File: src/rtl/seg_agu_pkg.sv
package seg_agu_pkg;
   typedef enum logic [1:0] {
      BASE_NONE  = 2'd0,
      BASE_GEN   = 2'd1,
      BASE_FRAME = 2'd2,
      BASE_RSVD  = 2'd3
   } base_sel_e;

   typedef enum logic [1:0] {
      IDX_NONE = 2'd0,
      IDX_SRC  = 2'd1,
      IDX_DST  = 2'd2,
      IDX_RSVD = 2'd3
   } idx_sel_e;

   typedef enum logic [1:0] {
      DISP_NONE  = 2'd0,
      DISP_SHORT = 2'd1,
      DISP_LONG  = 2'd2,
      DISP_RSVD  = 2'd3
   } disp_sel_e;

   typedef enum logic [1:0] {
      SEG_EXTRA = 2'd0,
      SEG_CODE  = 2'd1,
      SEG_STACK = 2'd2,
      SEG_DATA  = 2'd3
   } seg_code_e;

   localparam int SHORT_DISP_W = 8;
endpackage

File: src/rtl/agu_offset_sum.sv
module agu_offset_sum
   import seg_agu_pkg::*;
#(
   parameter int  OFF_W        = 16,
   parameter bit  SHORT_SIGNED = 1'b1
) (
   input  logic [1:0]       base_sel,
   input  logic [1:0]       idx_sel,
   input  logic [1:0]       disp_sel,
   input  logic [OFF_W-1:0] disp,
   input  logic [OFF_W-1:0] base_gen,
   input  logic [OFF_W-1:0] base_frame,
   input  logic [OFF_W-1:0] idx_src,
   input  logic [OFF_W-1:0] idx_dst,
   output logic [OFF_W-1:0] ea
);
   localparam int EXT_W = OFF_W - SHORT_DISP_W;

   logic [OFF_W-1:0] base_term;
   logic [OFF_W-1:0] idx_term;
   logic [OFF_W-1:0] disp_term;
   logic [OFF_W-1:0] short_ext;

   generate
      if (SHORT_SIGNED) begin : g_sext
         assign short_ext = {{EXT_W{disp[SHORT_DISP_W-1]}}, disp[SHORT_DISP_W-1:0]};
      end else begin : g_zext
         assign short_ext = {{EXT_W{1'b0}}, disp[SHORT_DISP_W-1:0]};
      end
   endgenerate

   always_comb begin
      unique case (base_sel)
         BASE_GEN:   base_term = base_gen;
         BASE_FRAME: base_term = base_frame;
         default:    base_term = '0;
      endcase
      unique case (idx_sel)
         IDX_SRC: idx_term = idx_src;
         IDX_DST: idx_term = idx_dst;
         default: idx_term = '0;
      endcase
      unique case (disp_sel)
         DISP_SHORT: disp_term = short_ext;
         DISP_LONG:  disp_term = disp;
         default:    disp_term = '0;
      endcase
   end

   assign ea = base_term + idx_term + disp_term;
endmodule

File: src/rtl/agu_seg_pick.sv
module agu_seg_pick
   import seg_agu_pkg::*;
#(
   parameter int SEG_W = 16
) (
   input  logic [1:0]       base_sel,
   input  logic             ovr_en,
   input  logic [1:0]       ovr_seg,
   input  logic [SEG_W-1:0] seg_extra,
   input  logic [SEG_W-1:0] seg_code,
   input  logic [SEG_W-1:0] seg_stack,
   input  logic [SEG_W-1:0] seg_data,
   output logic [SEG_W-1:0] seg_val
);
   logic [1:0] pick;

   always_comb begin
      if (ovr_en)
         pick = ovr_seg;
      else if (base_sel == BASE_FRAME)
         pick = SEG_STACK;
      else
         pick = SEG_DATA;

      unique case (pick)
         SEG_EXTRA: seg_val = seg_extra;
         SEG_CODE:  seg_val = seg_code;
         SEG_STACK: seg_val = seg_stack;
         default:   seg_val = seg_data;
      endcase
   end
endmodule

File: src/rtl/agu_pa_form.sv
module agu_pa_form #(
   parameter int OFF_W     = 16,
   parameter int SEG_SHIFT = 4,
   parameter int PA_W      = OFF_W + SEG_SHIFT
) (
   input  logic [OFF_W-1:0] seg_val,
   input  logic [OFF_W-1:0] ea,
   output logic [PA_W-1:0]  pa
);
   logic [PA_W-1:0] seg_scaled;
   logic [PA_W-1:0] ea_wide;

   assign seg_scaled = {seg_val, {SEG_SHIFT{1'b0}}};
   assign ea_wide    = {{SEG_SHIFT{1'b0}}, ea};
   assign pa         = seg_scaled + ea_wide;
endmodule

File: src/rtl/seg_addr_gen.sv
module seg_addr_gen
   import seg_agu_pkg::*;
#(
   parameter int OFF_W        = 16,
   parameter int SEG_SHIFT    = 4,
   parameter bit SHORT_SIGNED = 1'b1,
   parameter int PA_W         = OFF_W + SEG_SHIFT
) (
   input  logic             clk,
   input  logic             rst_n,
   input  logic             in_valid,
   input  logic [1:0]       base_sel,
   input  logic [1:0]       idx_sel,
   input  logic [1:0]       disp_sel,
   input  logic [OFF_W-1:0] disp,
   input  logic [OFF_W-1:0] base_gen,
   input  logic [OFF_W-1:0] base_frame,
   input  logic [OFF_W-1:0] idx_src,
   input  logic [OFF_W-1:0] idx_dst,
   input  logic [OFF_W-1:0] seg_extra,
   input  logic [OFF_W-1:0] seg_code,
   input  logic [OFF_W-1:0] seg_stack,
   input  logic [OFF_W-1:0] seg_data,
   input  logic             ovr_en,
   input  logic [1:0]       ovr_seg,
   output logic             out_valid,
   output logic [OFF_W-1:0] out_ea,
   output logic [PA_W-1:0]  out_pa
);
   generate
      if (OFF_W <= SHORT_DISP_W) begin : g_bad_off_w
         $error("seg_addr_gen: OFF_W must exceed the short displacement width");
      end
      if (SEG_SHIFT < 1) begin : g_bad_shift
         $error("seg_addr_gen: SEG_SHIFT must be at least 1");
      end
      if (PA_W != OFF_W + SEG_SHIFT) begin : g_bad_pa_w
         $error("seg_addr_gen: PA_W must equal OFF_W + SEG_SHIFT");
      end
   endgenerate

   logic [OFF_W-1:0] ea_c;
   logic [OFF_W-1:0] seg_c;
   logic [PA_W-1:0]  pa_c;

   agu_offset_sum #(.OFF_W(OFF_W), .SHORT_SIGNED(SHORT_SIGNED)) u_sum (
      .base_sel   (base_sel),
      .idx_sel    (idx_sel),
      .disp_sel   (disp_sel),
      .disp       (disp),
      .base_gen   (base_gen),
      .base_frame (base_frame),
      .idx_src    (idx_src),
      .idx_dst    (idx_dst),
      .ea         (ea_c)
   );

   agu_seg_pick #(.SEG_W(OFF_W)) u_seg (
      .base_sel  (base_sel),
      .ovr_en    (ovr_en),
      .ovr_seg   (ovr_seg),
      .seg_extra (seg_extra),
      .seg_code  (seg_code),
      .seg_stack (seg_stack),
      .seg_data  (seg_data),
      .seg_val   (seg_c)
   );

   agu_pa_form #(.OFF_W(OFF_W), .SEG_SHIFT(SEG_SHIFT), .PA_W(PA_W)) u_pa (
      .seg_val (seg_c),
      .ea      (ea_c),
      .pa      (pa_c)
   );

   always_ff @(posedge clk or negedge rst_n) begin
      if (!rst_n) begin
         out_valid <= 1'b0;
         out_ea    <= '0;
         out_pa    <= '0;
      end else begin
         out_valid <= in_valid;
         if (in_valid) begin
            out_ea <= ea_c;
            out_pa <= pa_c;
         end
      end
   end
endmodule

File: config.mk
export PLATFORM = sky130hd
export DESIGN_NAME = seg_addr_gen
export DESIGN_NICKNAME = d
export VERILOG_FILES = /design/src/rtl/seg_agu_pkg.sv /design/src/rtl/agu_offset_sum.sv /design/src/rtl/agu_seg_pick.sv /design/src/rtl/agu_pa_form.sv /design/src/rtl/seg_addr_gen.sv
export SDC_FILE = /design/constraint.sdc
export NUM_CORES = 1
export LEC_CHECK = 0
export ABC_CLOCK_PERIOD_IN_PS = 1000
export BUFFER_PORTS_ARGS = -buffer_cell sky130_fd_sc_hd__buf_4
export CAP_MARGIN = 30
export CELL_PAD_IN_SITES_DETAIL_PLACEMENT = 2
export CELL_PAD_IN_SITES_GLOBAL_PLACEMENT = 2
export CORE_MARGIN = 3
export CORE_UTILIZATION = 27
export CTS_BUF_LIST = sky130_fd_sc_hd__clkbuf_8
export CTS_CLUSTER_DIAMETER = 30
export DETAILED_ROUTE_END_ITERATION = 8
export GPL_ROUTABILITY_DRIVEN = 0
export MAX_ROUTING_LAYER = met4
export PLACE_DENSITY_LB_ADDON = 0.1
export SLEW_MARGIN = 20
export SYNTH_ARGS = -nofsm -noshare
export SYNTH_HDL_FRONTEND = slang
export SYNTH_SLANG_ARGS = --single-unit
File: constraint.sdc
create_clock -name clk -period 1 [get_ports clk]
set_input_delay 0.2 -clock clk [delete_from_list [all_inputs] [get_ports clk]]
set_output_delay 0.2 -clock clk [all_outputs]
set_load 0.03 [all_outputs]
==> results.toml, run 1 <==
[status]
status = "did not finish"
stop_stage = "5_1_grt"
first-error = "[ERROR DPL-0033] detailed placement checks failed during check placement."

[yosys]
async_flop_share_pct = 100
synth_most_common_cell = "nand2_1"
synth-edff-count = 0
synthTopCellsByCount = "47 x nand2_1, 38 x inv_1, 35 x nor2_1"
syn_inst = 514
syn_nets = 718
synth_ff_type = "dfrtp_1"
synthTopCellsByArea = "dfrtp_1 19%, ha_1 9.1%, fa_1 8.0%"
synth_top_area_share_pct = 19.3
synth_warnings = 0
seq_area_frac_synth_pct = 19.3
yosysTopAreaCell = "dfrtp_1"
synth-seq-cells = 33
ys_types = 59
syn_area_um2 = 4280
synth_area_per_cell_um2 = 8.32

[floorplanning]
start_util_pct = 27.8
rows = 45
fp.dieH_um = 132
pin_count = 193
die_w_um = 132

[grt]
grt_start_max_net_pins = 34
antenna_found_initial = 0

[timing]
worstEndpointType = "sequential cell input"
grt-worst-endpoint = "out_pa[19]$_DFFE_PN0P_/D"

[placement]
dpl.hpwl_um = 16100
place.port_buffers = 192
placedCellCount = 1006

[clock_tree]
cts_sinks = 33
clockRootBuffer = "clkbuf_8"
htree_levels = 2
cts_buffers = 5
clockBufferDepth = 2
kinds of logic after synthesis:
family | share of synthesized area, %
flip-flops | 19.3
adder cells (fa/ha/maj) | 17.0
AND/OR/NAND/NOR | 17.3
buffers and inverters | 6.47
AO/OA/AOI/OAI | 25.2
XOR/XNOR | 4.89
multiplexers | 9.80
metrics by stage:
step | setup WS (ps) | hold slack (ps) | cell area [um2]
2_1_floorplan | -3600 | -95.6 | 4690
3_3_place_gp | -3930 | 181 | 7100
3_5_place_dp | -4130 | 187 | 7100
4_1_cts | -3600 | 27.4 | 8240
repair_timing:
action / in CTS
setup endpoints to repair: 69
pin swaps: 78
hold buffers: 1
endpoints found under the hold margin: 33
resized for setup: 150
buffers inserted: 49
gates cloned: 0
==> run 2, diff against run 1 <==
Settings changed: CELL_PAD_IN_SITES_DETAIL_PLACEMENT 2 to default, CELL_PAD_IN_SITES_GLOBAL_PLACEMENT 2 to default, CORE_UTILIZATION 27 to 22, CTS_BUF_LIST sky130_fd_sc_hd__clkbuf_8 to default, CTS_CLUSTER_DIAMETER 30 to default, MAX_ROUTING_LAYER met4 to default, PLACE_DENSITY_LB_ADDON 0.1 to 0.15.
==> run 2 against run 1 <==
  * The flow now finishes, with violations (negative setup slack)
  * Synthesized area is the same
  * Synthesized cell count unchanged
==> results.toml, run 2 <==
[route]
met3_length_um = 1030
wl_per_cell_um = 14.7
vias = 4881
met2WireLength_um = 7990
routed.top_layer = "met4"
postRouteAntennaNets = 0
wl_um = 16300
wl_met1_um = 7160
routed_via_density = 4.41
drtIter0Drc = 110
firstDrtPassIters = 4
drc = 0

[yosys]
synth_ff_type = "dfrtp_1"
async_flop_share_pct = 100
synth-edff-count = 0
synthTopCellsByArea = "dfrtp_1 19%, ha_1 9.1%, fa_1 8.0%"
yosysTopAreaCell = "dfrtp_1"
synth_warnings = 0
synth_xor_area_share_pct = 4.89
synth_top_area_share_pct = 19.3
synth-seq-cells = 33
synth_top_family_by_area = "compound AO/OA/AOI/OAI gates"
ys_types = 59
seq_area_frac_synth_pct = 19.3
syn_nets = 718
synth_compound_area_share_pct = 25.2
synthSimpleGateAreaFrac_pct = 17.3
synth_area_per_cell_um2 = 8.32
syn_inst = 514
synthTopCellsByCount = "47 x nand2_1, 38 x inv_1, 35 x nor2_1"
synth_most_common_cell = "nand2_1"
synthAdderAreaFrac_pct = 17.0
synth.area.mux_share_pct = 9.80
syn_area_um2 = 4280

[timing]
fmaxAchievable_mhz = 227
hold_violations = 0
fin_ws_ps = -3400
tightest_slew_ps = 559
rsz0062_at_grt = "yes"
setup_violations = 68
slew_headroom_pct = 62.3
clock_skew_ps = 0
finalCritPeriodShare_pct = 440
period_needed_ps = 4400
slew_viol_final = 0

[critical_path]
arrival_ps = 4590
critPathKind = "in2reg"
cp-start-kind = "input pin"
cp_data_required_time_ps = 1190
r2r_slack_ps = -30
cp-end-kind = "register"
rr_startpoint = "out_pa[17]"
startpoint = "idx_sel[0]"
cp_max_fo = 5

[floorplanning]
dieArea_um2 = 21100
rows = 50
core_um2 = 18900
die_w_um = 145
fp.dieH_um = 145
pin_count = 193
start_util_pct = 22.6

[power_and_ir_drop]
total_power_mw = 11.9
p_leak_nw = 4.05
peakVddDrop_v = 0.000625
power_density_nw_per_um2 = 1410

[worst_hold_path]
worstHoldPathType = "in2reg"
hold_start = "in_valid"

[final_layout]
reg_top3 = "out_ea (16), out_pa (16), out_valid (1)"
fin_area_um2 = 8470
diodes = 0
multi_input_area_um2 = 4000
final_cell_mix = "278 x buf_4, 67 x buf_6, 41 x nand2_1, 32 x dfrtp_1, 31 x nor2_1"
final_common_cell = "buf_4"
fill_cells = 1861
area_growth_pct = 98.1
final_nets = 1049
drive_gt1_share_pct = 61.3
register_area_um2 = 827
fin_cells = 1106

[placement]
placedCellCount = 1054
dpl_cell_area_um2 = 7150
place.port_buffers = 192
dpl.hpwl_um = 13800

[clock_tree]
clk_pin_slew_ps = 50
cts_sinks = 33
cts_tree = "built"
clockRootBuffer = "clkbuf_16"
cts_buffers = 5
htree_levels = 2
insertion_delay_ps = 280
clockBufferDepth = 2

[grt]
grt_overflow = 0
antenna_found_initial = 0
grt_use_total_pct = 15.1
grt_pass1_wl_um = 26700
grt_start_max_net_pins = 34
grt_pass1_vias = 5347

[status]
status = "complete, but fails checks"
failed_checks = "negative setup slack"

[job]
cap_violations = 0
run 2: critical path: stages:
cell and delay, ps:
buf_12 120, inv_12 40, ha_4 150, a22oi_2 80
or2_4 230, fa_1 540, inv_2 40, ha_4 150
fa_2 340, a21o_1 210, a221oi_4 300, buf_4 170
a21oi_4 50, xor2_2 180, ha_4 290, buf_6 90
o21a_1 160, o31ai_4 90, nor2b_1 120, mux2_4 170
o21ai_4 60, a2111o_1 430, a211o_1 290, o311ai_2 80
run 2: layer usage:
metal	track usage (%)	vias to the layer above
met3	3.49	8
met2	26.7	164
li1	-	2485
met1	18.7	2224
met5	0	-
met4	3.37	0
run 2: kinds of logic (layout without fill, tap and decap cells):
family,Yosys count,in the layout
AOI/OAI and AO/OA,152,152
xor gates and xnor gates,23,23
DFF,33,33
and+or+nand+nor,151,151
adders and majority gates,48,48
buffers and inverters,68,400
muxes,39,39
run 2: stage by stage:
step | util, % | hold WS (ps) | setup slack, ps | setup TNS (ps)
6_report | 44.8 | 172 | -3400 | -74960
4_1_cts | 42.9 | 168 | -3520 | -76170
2_1_floorplan | - | -95.6 | -3600 | -76610
3_3_place_gp | 37.9 | 173 | -3920 | -88010
5_1_grt | 44.8 | 179 | -3600 | -80010
3_5_place_dp | 37.9 | 185 | -4000 | -89460
run 2: where the power goes:
| part | internal, mW | switching (mW) |
|---|---|---|
| registers | 1.79 | 0.345 |
| logic | 4.38 | 3.78 |
| clock network | 1.05 | 0.576 |
run 2: final timing paths:
kind                                    to  cells after the start
min in group asynchronous       out_pa[11]                      2
worst max register to register  out_pa[17]                      2
max in group asynchronous        out_ea[3]                      2
worst min-delay path             out_valid                      2
worst max-delay path            out_pa[19]                     24
worst min register to register  out_ea[13]                      1
run 2: layout make-up:
class,instances,share of cell area [%]
Inverter,38,2.04
Tap cell,260,3.84
Sequential cell,33,9.76
Multi-Input combinational cell,413,47.2
Clock inverter,1,0.0591
Timing Repair Buffer,354,35.3
Clock buffer,7,1.80
run 2: what timing repair did:
action,4_1_cts,5_1_grt
gates resized for setup,126,53
endpoints found under the setup margin,69,69
hold buffers,1,0
pin swaps,55,44
hold endpoints to repair,33,0
setup buffers,30,16
Power figures use the tool's default switching activity.
